<file path="config.mk">
export PLATFORM = sky130hd
export DESIGN_NAME = oc_unit
export DESIGN_NICKNAME = d
export VERILOG_FILES = /design/src/rtl/oc_pkg.sv /design/src/rtl/oc_cmp_regs.sv /design/src/rtl/oc_guard.sv /design/src/rtl/oc_wave.sv /design/src/rtl/oc_unit.sv
export SDC_FILE = /design/constraint.sdc
export NUM_CORES = 1
export LEC_CHECK = 0
export ABC_CLOCK_PERIOD_IN_PS = 2730
export CAP_MARGIN = 30
export CORE_AREA = 5 5 55 57
export CTS_CLUSTER_DIAMETER = 150
export DETAILED_ROUTE_END_ITERATION = 8
export DIE_AREA = 0 0 60 62
export PLACE_DENSITY = 0.8
export SLEW_MARGIN = 10
export SYNTH_ARGS = -nofsm -noshare
export SYNTH_HDL_FRONTEND = slang
export SYNTH_HIERARCHICAL = 1
export SYNTH_SLANG_ARGS = --single-unit
</file>
<file path="constraint.sdc">
create_clock -name clk -period 2.73 [get_ports clk]
set_input_delay 0.6825 -clock clk [delete_from_list [all_inputs] [get_ports clk]]
set_output_delay 0.6825 -clock clk [all_outputs]
set_load 0.05 [all_outputs]
</file>
<file path="src/rtl/oc_pkg.sv">
package oc_pkg;
    typedef enum logic [1:0] {
        WGM_NORMAL  = 2'd0,
        WGM_CTC     = 2'd1,
        WGM_PWM_BOT = 2'd2,
        WGM_PWM_TOP = 2'd3
    } wgm_e;

    typedef enum logic [1:0] {
        CMO_OFF    = 2'd0,
        CMO_TOGGLE = 2'd1,
        CMO_CLEAR  = 2'd2,
        CMO_SET    = 2'd3
    } cmo_e;

    typedef enum logic {
        GUARD_ARMED   = 1'b0,
        GUARD_BLOCKED = 1'b1
    } guard_e;
endpackage

</file>
<file path="src/rtl/oc_cmp_regs.sv">
module oc_cmp_regs
    import oc_pkg::*;
#(
    parameter int W = 8
) (
    input  logic         clk,
    input  logic         rst_n,
    input  wgm_e         wgm,
    input  logic         tick,
    input  logic         at_top,
    input  logic         at_bottom,
    input  logic         wr_en,
    input  logic [W-1:0] wdata,
    output logic [W-1:0] act_o,
    output logic [W-1:0] rd_o
);
    logic [W-1:0] shadow_q;
    logic [W-1:0] active_q;
    logic         is_pwm;
    logic         load_pt;

    always_comb begin
        is_pwm  = (wgm == WGM_PWM_BOT) || (wgm == WGM_PWM_TOP);
        load_pt = tick && (((wgm == WGM_PWM_BOT) && at_bottom) ||
                           ((wgm == WGM_PWM_TOP) && at_top));
    end

    always_ff @(posedge clk or negedge rst_n) begin
        if (!rst_n) begin
            shadow_q <= '0;
            active_q <= '0;
        end else begin
            if (wr_en) shadow_q <= wdata;
            if (!is_pwm && wr_en)  active_q <= wdata;
            else if (load_pt)      active_q <= shadow_q;
        end
    end

    assign act_o = active_q;
    assign rd_o  = is_pwm ? shadow_q : active_q;

    assert_pwm_active_held_R3: assert property (@(posedge clk) disable iff (!rst_n)
        (is_pwm && !load_pt) |=> $stable(active_q));

    assert_direct_write_R2: assert property (@(posedge clk) disable iff (!rst_n)
        (!is_pwm && wr_en) |=> (active_q == $past(wdata)));
endmodule

</file>
<file path="src/rtl/oc_guard.sv">
module oc_guard
    import oc_pkg::*;
(
    input  logic clk,
    input  logic rst_n,
    input  logic tick,
    input  logic cnt_wr,
    output logic blocked_o
);
    guard_e state_q;
    guard_e state_d;

    always_comb begin
        state_d = state_q;
        unique case (state_q)
            GUARD_ARMED:   if (cnt_wr) state_d = GUARD_BLOCKED;
            GUARD_BLOCKED: if (tick && !cnt_wr) state_d = GUARD_ARMED;
            default:       state_d = GUARD_ARMED;
        endcase
    end

    always_ff @(posedge clk or negedge rst_n) begin
        if (!rst_n) state_q <= GUARD_ARMED;
        else        state_q <= state_d;
    end

    always_comb begin
        blocked_o = 1'b0;
        unique case (state_q)
            GUARD_ARMED:   blocked_o = cnt_wr;
            GUARD_BLOCKED: blocked_o = 1'b1;
            default:       blocked_o = 1'b1;
        endcase
    end

    assert_stopped_stays_blocked_R8: assert property (@(posedge clk) disable iff (!rst_n)
        (blocked_o && !tick) |=> blocked_o);
endmodule

</file>
<file path="src/rtl/oc_wave.sv">
module oc_wave
    import oc_pkg::*;
(
    input  logic clk,
    input  logic rst_n,
    input  cmo_e cmo,
    input  logic apply,
    input  logic pin_dir,
    input  logic pin_data,
    output logic wave_o,
    output logic pin_o
);
    logic wave_q;
    logic wave_d;

    always_comb begin
        wave_d = wave_q;
        if (apply) begin
            unique case (cmo)
                CMO_OFF:    wave_d = wave_q;
                CMO_TOGGLE: wave_d = !wave_q;
                CMO_CLEAR:  wave_d = 1'b0;
                CMO_SET:    wave_d = 1'b1;
                default:    wave_d = wave_q;
            endcase
        end
    end

    always_ff @(posedge clk or negedge rst_n) begin
        if (!rst_n) wave_q <= 1'b0;
        else        wave_q <= wave_d;
    end

    assign wave_o = wave_q;
    assign pin_o  = ((cmo != CMO_OFF) && pin_dir) ? wave_q : pin_data;

    assert_off_holds_wave_R6: assert property (@(posedge clk) disable iff (!rst_n)
        (cmo == CMO_OFF) |=> $stable(wave_q));

    assert_no_apply_holds_R11: assert property (@(posedge clk) disable iff (!rst_n)
        !apply |=> $stable(wave_q));
endmodule

</file>
<file path="src/rtl/oc_unit.sv">
module oc_unit
    import oc_pkg::*;
#(
    parameter int W = 8
) (
    input  logic         clk,
    input  logic         rst_n,
    input  logic         tick,
    input  logic [W-1:0] cnt,
    input  logic         at_top,
    input  logic         at_bottom,
    input  logic [1:0]   wgm,
    input  logic [1:0]   cmo,
    input  logic         cmp_wr,
    input  logic [W-1:0] cmp_wdata,
    output logic [W-1:0] cmp_rdata,
    input  logic         cnt_wr,
    input  logic         force_oc,
    input  logic         flag_clr,
    output logic         flag,
    output logic         cnt_clear,
    output logic         wave,
    input  logic         pin_dir,
    input  logic         pin_data,
    output logic         pin_out
);
    wgm_e         wgm_m;
    cmo_e         cmo_m;
    logic [W-1:0] active;
    logic         blocked;
    logic         hit;
    logic         apply;
    logic         flag_q;

    assign wgm_m = wgm_e'(wgm);
    assign cmo_m = cmo_e'(cmo);

    oc_cmp_regs #(.W(W)) u_regs (
        .clk(clk), .rst_n(rst_n), .wgm(wgm_m), .tick(tick),
        .at_top(at_top), .at_bottom(at_bottom), .wr_en(cmp_wr),
        .wdata(cmp_wdata), .act_o(active), .rd_o(cmp_rdata)
    );

    oc_guard u_guard (
        .clk(clk), .rst_n(rst_n), .tick(tick), .cnt_wr(cnt_wr),
        .blocked_o(blocked)
    );

    assign hit   = tick && (cnt == active) && !blocked;
    assign apply = hit || (force_oc && !wgm[1]);

    oc_wave u_wave (
        .clk(clk), .rst_n(rst_n), .cmo(cmo_m), .apply(apply),
        .pin_dir(pin_dir), .pin_data(pin_data), .wave_o(wave), .pin_o(pin_out)
    );

    always_ff @(posedge clk or negedge rst_n) begin
        if (!rst_n)        flag_q <= 1'b0;
        else if (hit)      flag_q <= 1'b1;
        else if (flag_clr) flag_q <= 1'b0;
    end

    assign flag      = flag_q;
    assign cnt_clear = hit && (wgm_m == WGM_CTC);

    assert_reset_clears_R1: assert property (@(posedge clk)
        !rst_n |=> (!flag && !wave));

    assert_clear_wins_when_idle_R5: assert property (@(posedge clk) disable iff (!rst_n)
        (flag_clr && !hit) |=> !flag);

    assert_write_blocks_next_tick_R8: assert property (@(posedge clk) disable iff (!rst_n)
        (cnt_wr ##1 (tick && !flag)) |=> !flag);

    assert_force_sets_no_flag_R7: assert property (@(posedge clk) disable iff (!rst_n)
        (force_oc && !tick && !flag) |=> !flag);
endmodule

</file>
==> results of run 1 <==
cell usage after synthesis:
| master | count |
|---|---|
| a22o_1 | 1 |
| or2b_1 | 1 |
| nand3_1 | 2 |
| o221a_1 | 8 |
| mux2_1 | 2 |
| nand4_1 | 1 |
| inv_1 | 1 |
| xnor2_1 | 8 |
| dfrtp_1 | 19 |
| a21o_1 | 1 |
| o31ai_1 | 2 |
| o21ai_0 | 1 |
| a31o_4 | 1 |
| mux2_4 | 1 |
| mux2_2 | 16 |
| nor4_2 | 1 |
| o21ai_1 | 1 |
| nor2b_1 | 1 |
| nand2_1 | 1 |
| or2_1 | 1 |
| buf_2 | 1 |
| and2b_4 | 1 |
| buf_4 | 1 |
| nand2b_1 | 10 |
state kept, by name (all words and copies together), names as in the netlist:
signal,flops
u_regs/act_o,8
u_wave/wave_o,1
u_regs/shadow_q,8
u_guard/state_q,1
flag,1
how the worst max path moves through the flow:
stage / depth (start not counted) / to / slack (ns)
2_1_floorplan: 4 / cnt_clear / 0.24
3_3_place_gp: 6 / cnt_clear / -0.01
3_5_place_dp: 6 / cnt_clear / -0.06
4_1_cts: 6 / cnt_clear / 0.01
5_1_grt: 5 / cnt_clear / -0.02
6_report: 5 / cnt_clear / 0.07
through the flow:
step                utilization  TNS [ns]  hold WS [ns]  setup slack (ns)
floorplan                     -         0         0.387             0.239
global placement          0.633   -0.0100         0.456           -0.0100
detailed placement        0.633   -0.0615         0.458           -0.0615
CTS                       0.645         0         0.485            0.0145
global route              0.651   -0.0211         0.505           -0.0211
finish                    0.651         0         0.487            0.0736
power breakdown:
part,leakage (nW),internal (mW),switching [mW]
Clock,0.0177,0.0546,0.0867
Sequential,0.219,0.317,0.0333
Combinational,0.401,0.153,0.163
critical path, delay by kind of cell:
kind | cells | cell delay, ns
xor+xnor | 1 | 0.12
buf+inv | 2 | 0.69
simple gates | 2 | 0.48
final cells by class:
class                      count  area, sq um
multi-input combinational     61          583
clock buffer                   3         22.5
clock inverter                 1         5.00
fill                         213          850
sequential                    19          475
tap                           30         37.5
timing repair buffer          48          455
inverter                       1         3.75
cell families (layout without fill, tap and decap cells):
| group | after synthesis | in the layout | synth area share |
|---|---|---|---|
| compound gates | 15 | 15 | 0.141 |
| mux | 19 | 19 | 0.207 |
| xor+xnor | 8 | 8 | 0.0665 |
| simple gates | 19 | 19 | 0.119 |
| flops | 19 | 19 | 0.451 |
| buf+inv | 3 | 53 | 0.0154 |
metal layers:
layer  track usage  vias to the layer above  share of wire
met3        0.0227                        2          0.072
met4        0.0759                        0          0.010
met1         0.182                      415           0.42
met2         0.285                       29           0.50
met5             0                        -              0
li1              -                      413              -
timing repair:
| item | 4_1_cts | 5_1_grt |
|---|---|---|
| pin swaps | 1 | 3 |
| resized for setup | 0 | 3 |
| setup endpoints to repair | 1 | 1 |
==> metrics.txt, run 1 <==
status=completed; total track usage=0.157; Hold Crit Class=reg2reg; wire length per cell=16.0 um; max-slew violation count=0; CP arrival=just under 2 ns; DR vias=about 860; CTS tree=built; Slowest cell on crit path=clkdlybuf4s50_1; Power Density=510 mW/mm^2; CTS Root Buffer Type=clkbuf_4; Max VDD drop=approximately 340 uV; hold endpoint=u_guard/state_q; Hold Buf Count CTS=0; vias in the first global route=970; initial antenna violation count=0; hold-critical path depth=1; Worst R2R End=u_wave/wave_o; Final Hold Fails=0; Synth area leader=dfrtp_1; FF-to-FF Start=u_guard/state_q; Die Ht=62 um; syn_nets=114; DRC viols=0; max incr delay on CP=a little over 0.5 ns; cell leakage power=0.637 nW; Ys Warns=6; worst path required time=a little over 2 ns; Clock H-tree levels=1; Pre-Repair DR Iteration Count=5; NumNets Final=approximately 170; commonest non-fill, non-tap cells in the layout=clkdlybuf4s50_1, dfrtp_1, mux2_2; area grow syn2layout=50.2%; clock slew seen by the registers of the worst setup and hold paths=approximately 0.11 ns; Placed Cells=~160; synth top area cells=dfrtp_1, mux2_2, o221a_1; overall power=808 uW; Worst slew margin=0.665; global-route wire length before repair=approximately 4400 um; Sink Count=19; Initial Util=0.433; setup violators final=0; Post-CTS Repair Setup Buffers=0; Layout Skew=approximately 0.0056 ns; DR vias/cell=between 5 and 6; Worst Setup End Kind=output pin; flops & latches, synth=19; placed cell area=roughly 0.0015 sq mm; worst hold path startpoint=u_guard/state_q; Final Cycle Share=0.973; Rows=18; die area=0.00372 sq mm; core area=around 0.0024 sq mm; clock buffer depth=2; GP Congestion=0.800; largest net degree at the start of global routing=20; max cap viols=0; final antenna-violating net count=0; post-synthesis cell area=between 0.001 and 0.0015 sq mm; Post-Syn Instances=83; commonest non-fill, non-tap cell in the layout=clkdlybuf4s50_1; CTS Buf Count=3; crit-path cells=clkdlybuf4s50_1 > xnor2_2 > nand4_1 > nor4_4 > buf_12; post-synth top area share=0.451; post-synthesis cell type count=24; WL final=around 2600 um; critical path class=in2out; Diodes inserted=0; f_max=376 MHz; Worst Setup SP=cnt[5]; share of cells above drive strength 1=0.316; drt first-iter violations=15; clk_lat worst skew=0.30 ns; Worst Path Max Fanout=2; Post-DP HPWL=2010 um; Avg Inst Size Synth=roughly 13 sq um; worst-margin pin slew=roughly 0.50 ns; CP Launch Type=primary input; reg2reg setup slack=0.92 ns; gr ovfl total=0; FF-to-FF path depth=7; PortBufs=42; Die X=approximately 60 um; final std cells w/o fill=163; register area share after synthesis=0.451; IO Pins=43; design area=about 0.0016 sq mm; min cycle time layout=2.66 ns
(Power assumes the default switching activity.)
==> run 2, diff against run 1 <==
PLACE_DENSITY = 0.88   (was 0.8)
==> run 2 against run 1 <==
  * Worst hold slack improved by 0.0011 ns
  * Via count up 1.6%
  * Final area rose by 2.1%
  * Die area is the same
  * Critical path type unchanged
  * Largest power group unchanged
==> metrics.txt, run 2 (same netlist as run 1, synthesis figures left out) <==
max-slew violation count=0; Placed Cells=159; Hold Buf Count CTS=0; final std cells w/o fill=roughly 160; CTS Root Buffer Type=clkbuf_4; Die X=around 60 um; Post-DP HPWL=2110 um; global-route wire length before repair=4230 um; worst-margin pin slew=~0.49 ns; commonest non-fill, non-tap cell in the layout=clkdlybuf4s50_1; Rows=18; Sink Count=19; wire length per cell=between 15 and 20 um; largest net degree at the start of global routing=20; vias in the first global route=929; Hold Crit Class=reg2reg; met3 GRT Util=0.0103; initial antenna violation count=0; DR vias/cell=between 5 and 6; CP arrival=slightly below 2 ns; status=completed; IO Pins=between 40 and 50; Min Hold Slack=0.488 ns; GP Congestion=roughly 0.72; share of cells above drive strength 1=0.321; placed cell area=approximately 0.0016 sq mm; filler instances=191; CTS tree=built; cell leakage power=~0.67 nW; Register Area=475 sq um; clk_lat worst skew=0.30 ns; max cap viols=0; busiest grt layer=met2; RSZ-0062 raised after global routing=no; reg2reg setup slack=0.74 ns; CTS Buf Count=3; pre-CTS setup slack=-0.102 ns; Initial Util=0.433; Power Density=about 510 mW/mm^2; Layout Skew=between 0.009 and 0.01 ns; DR vias=between 800 and 900; CP Launch Type=primary input; setup violators final=0; Util after Layout=0.664; DRC viols=0; Die Ht=~62 um; clock buffer depth=2; setup TNS=0 ns; Final Cycle Share=0.971; worst path required time=between 2 and 2.5 ns; critical path class=in2out; Max VDD drop=~350 uV; final worst slack=about 0.079 ns; total track usage=0.158; WL final=roughly 2800 um; gr ovfl total=0; met2 Usage GRT=0.282; Pre-Repair DR Iteration Count=4; commonest non-fill, non-tap cells in the layout=clkdlybuf4s50_1, dfrtp_1, mux2_2; design area=0.00162 sq mm; met1 Track Usage GR=0.186; final antenna-violating net count=0; area grow syn2layout=53.3%; clock slew seen by the registers of the worst setup and hold paths=0.12 ns; PortBufs=42; drt first-iter violations=19; Final Hold Fails=0; NumNets Final=roughly 170; f_max=about 380 MHz; Clock H-tree levels=1; Worst slew margin=0.670; overall power=slightly above 800 uW; Worst Path Max Fanout=2; min cycle time layout=2.65 ns; area occupied by multi-input gates=slightly below 600 sq um; core area=between 0.002 and 0.0025 sq mm; Worst Setup End Kind=output pin; die area=0.00372 sq mm; Diodes inserted=0
## run 2: repair_timing
action                     4_1_cts  5_1_grt
buffers inserted                 1        0
pin swaps                        2        5
resized for setup                1        8
setup endpoints to repair        1        1
## run 2: per-layer routing
metal  wire, um  up-vias
met2       1390       33
met1       1170      425
li1           -      413
met5          0        -
met3        163        2
met4         40        0
## run 2: area by class of cell
cell class                 count  share of cell area
clock buffer                   3              0.0139
multi-input combinational     61               0.363
clock inverter                 1             0.00465
sequential                    19               0.294
timing repair buffer          49               0.299
inverter                       1             0.00232
tap                           30              0.0232
## run 2: path summary, 6_finish.rpt
kind	start	depth (start not counted)	endpoint
max in group asynchronous	rst_n	2	u_regs/shadow_q[1]
min in group asynchronous	rst_n	2	u_regs/act_o[6]
worst min register to register	u_guard/state_q	1	u_guard/state_q
worst max register to register	u_guard/state_q	8	u_wave/wave_o
worst max-delay path	cnt_wr	6	cnt_clear
worst min-delay path	u_guard/state_q	1	u_guard/state_q
## run 2: critical path, stage by stage
cell and delay, ns:
clkdlybuf4s15_1 0.18, or2_1 0.27, nor2b_4 0.12, nand4_1 0.17, nor4_4 0.37, buf_12 0.18
## run 2: report_power, final
group          total [mW]  internal, mW  switching [mW]  leakage, nW
clock network       0.148        0.0557          0.0923       0.0139
registers           0.350         0.317          0.0334        0.219
logic               0.318         0.154           0.164        0.441
total               0.816         0.526           0.289        0.674
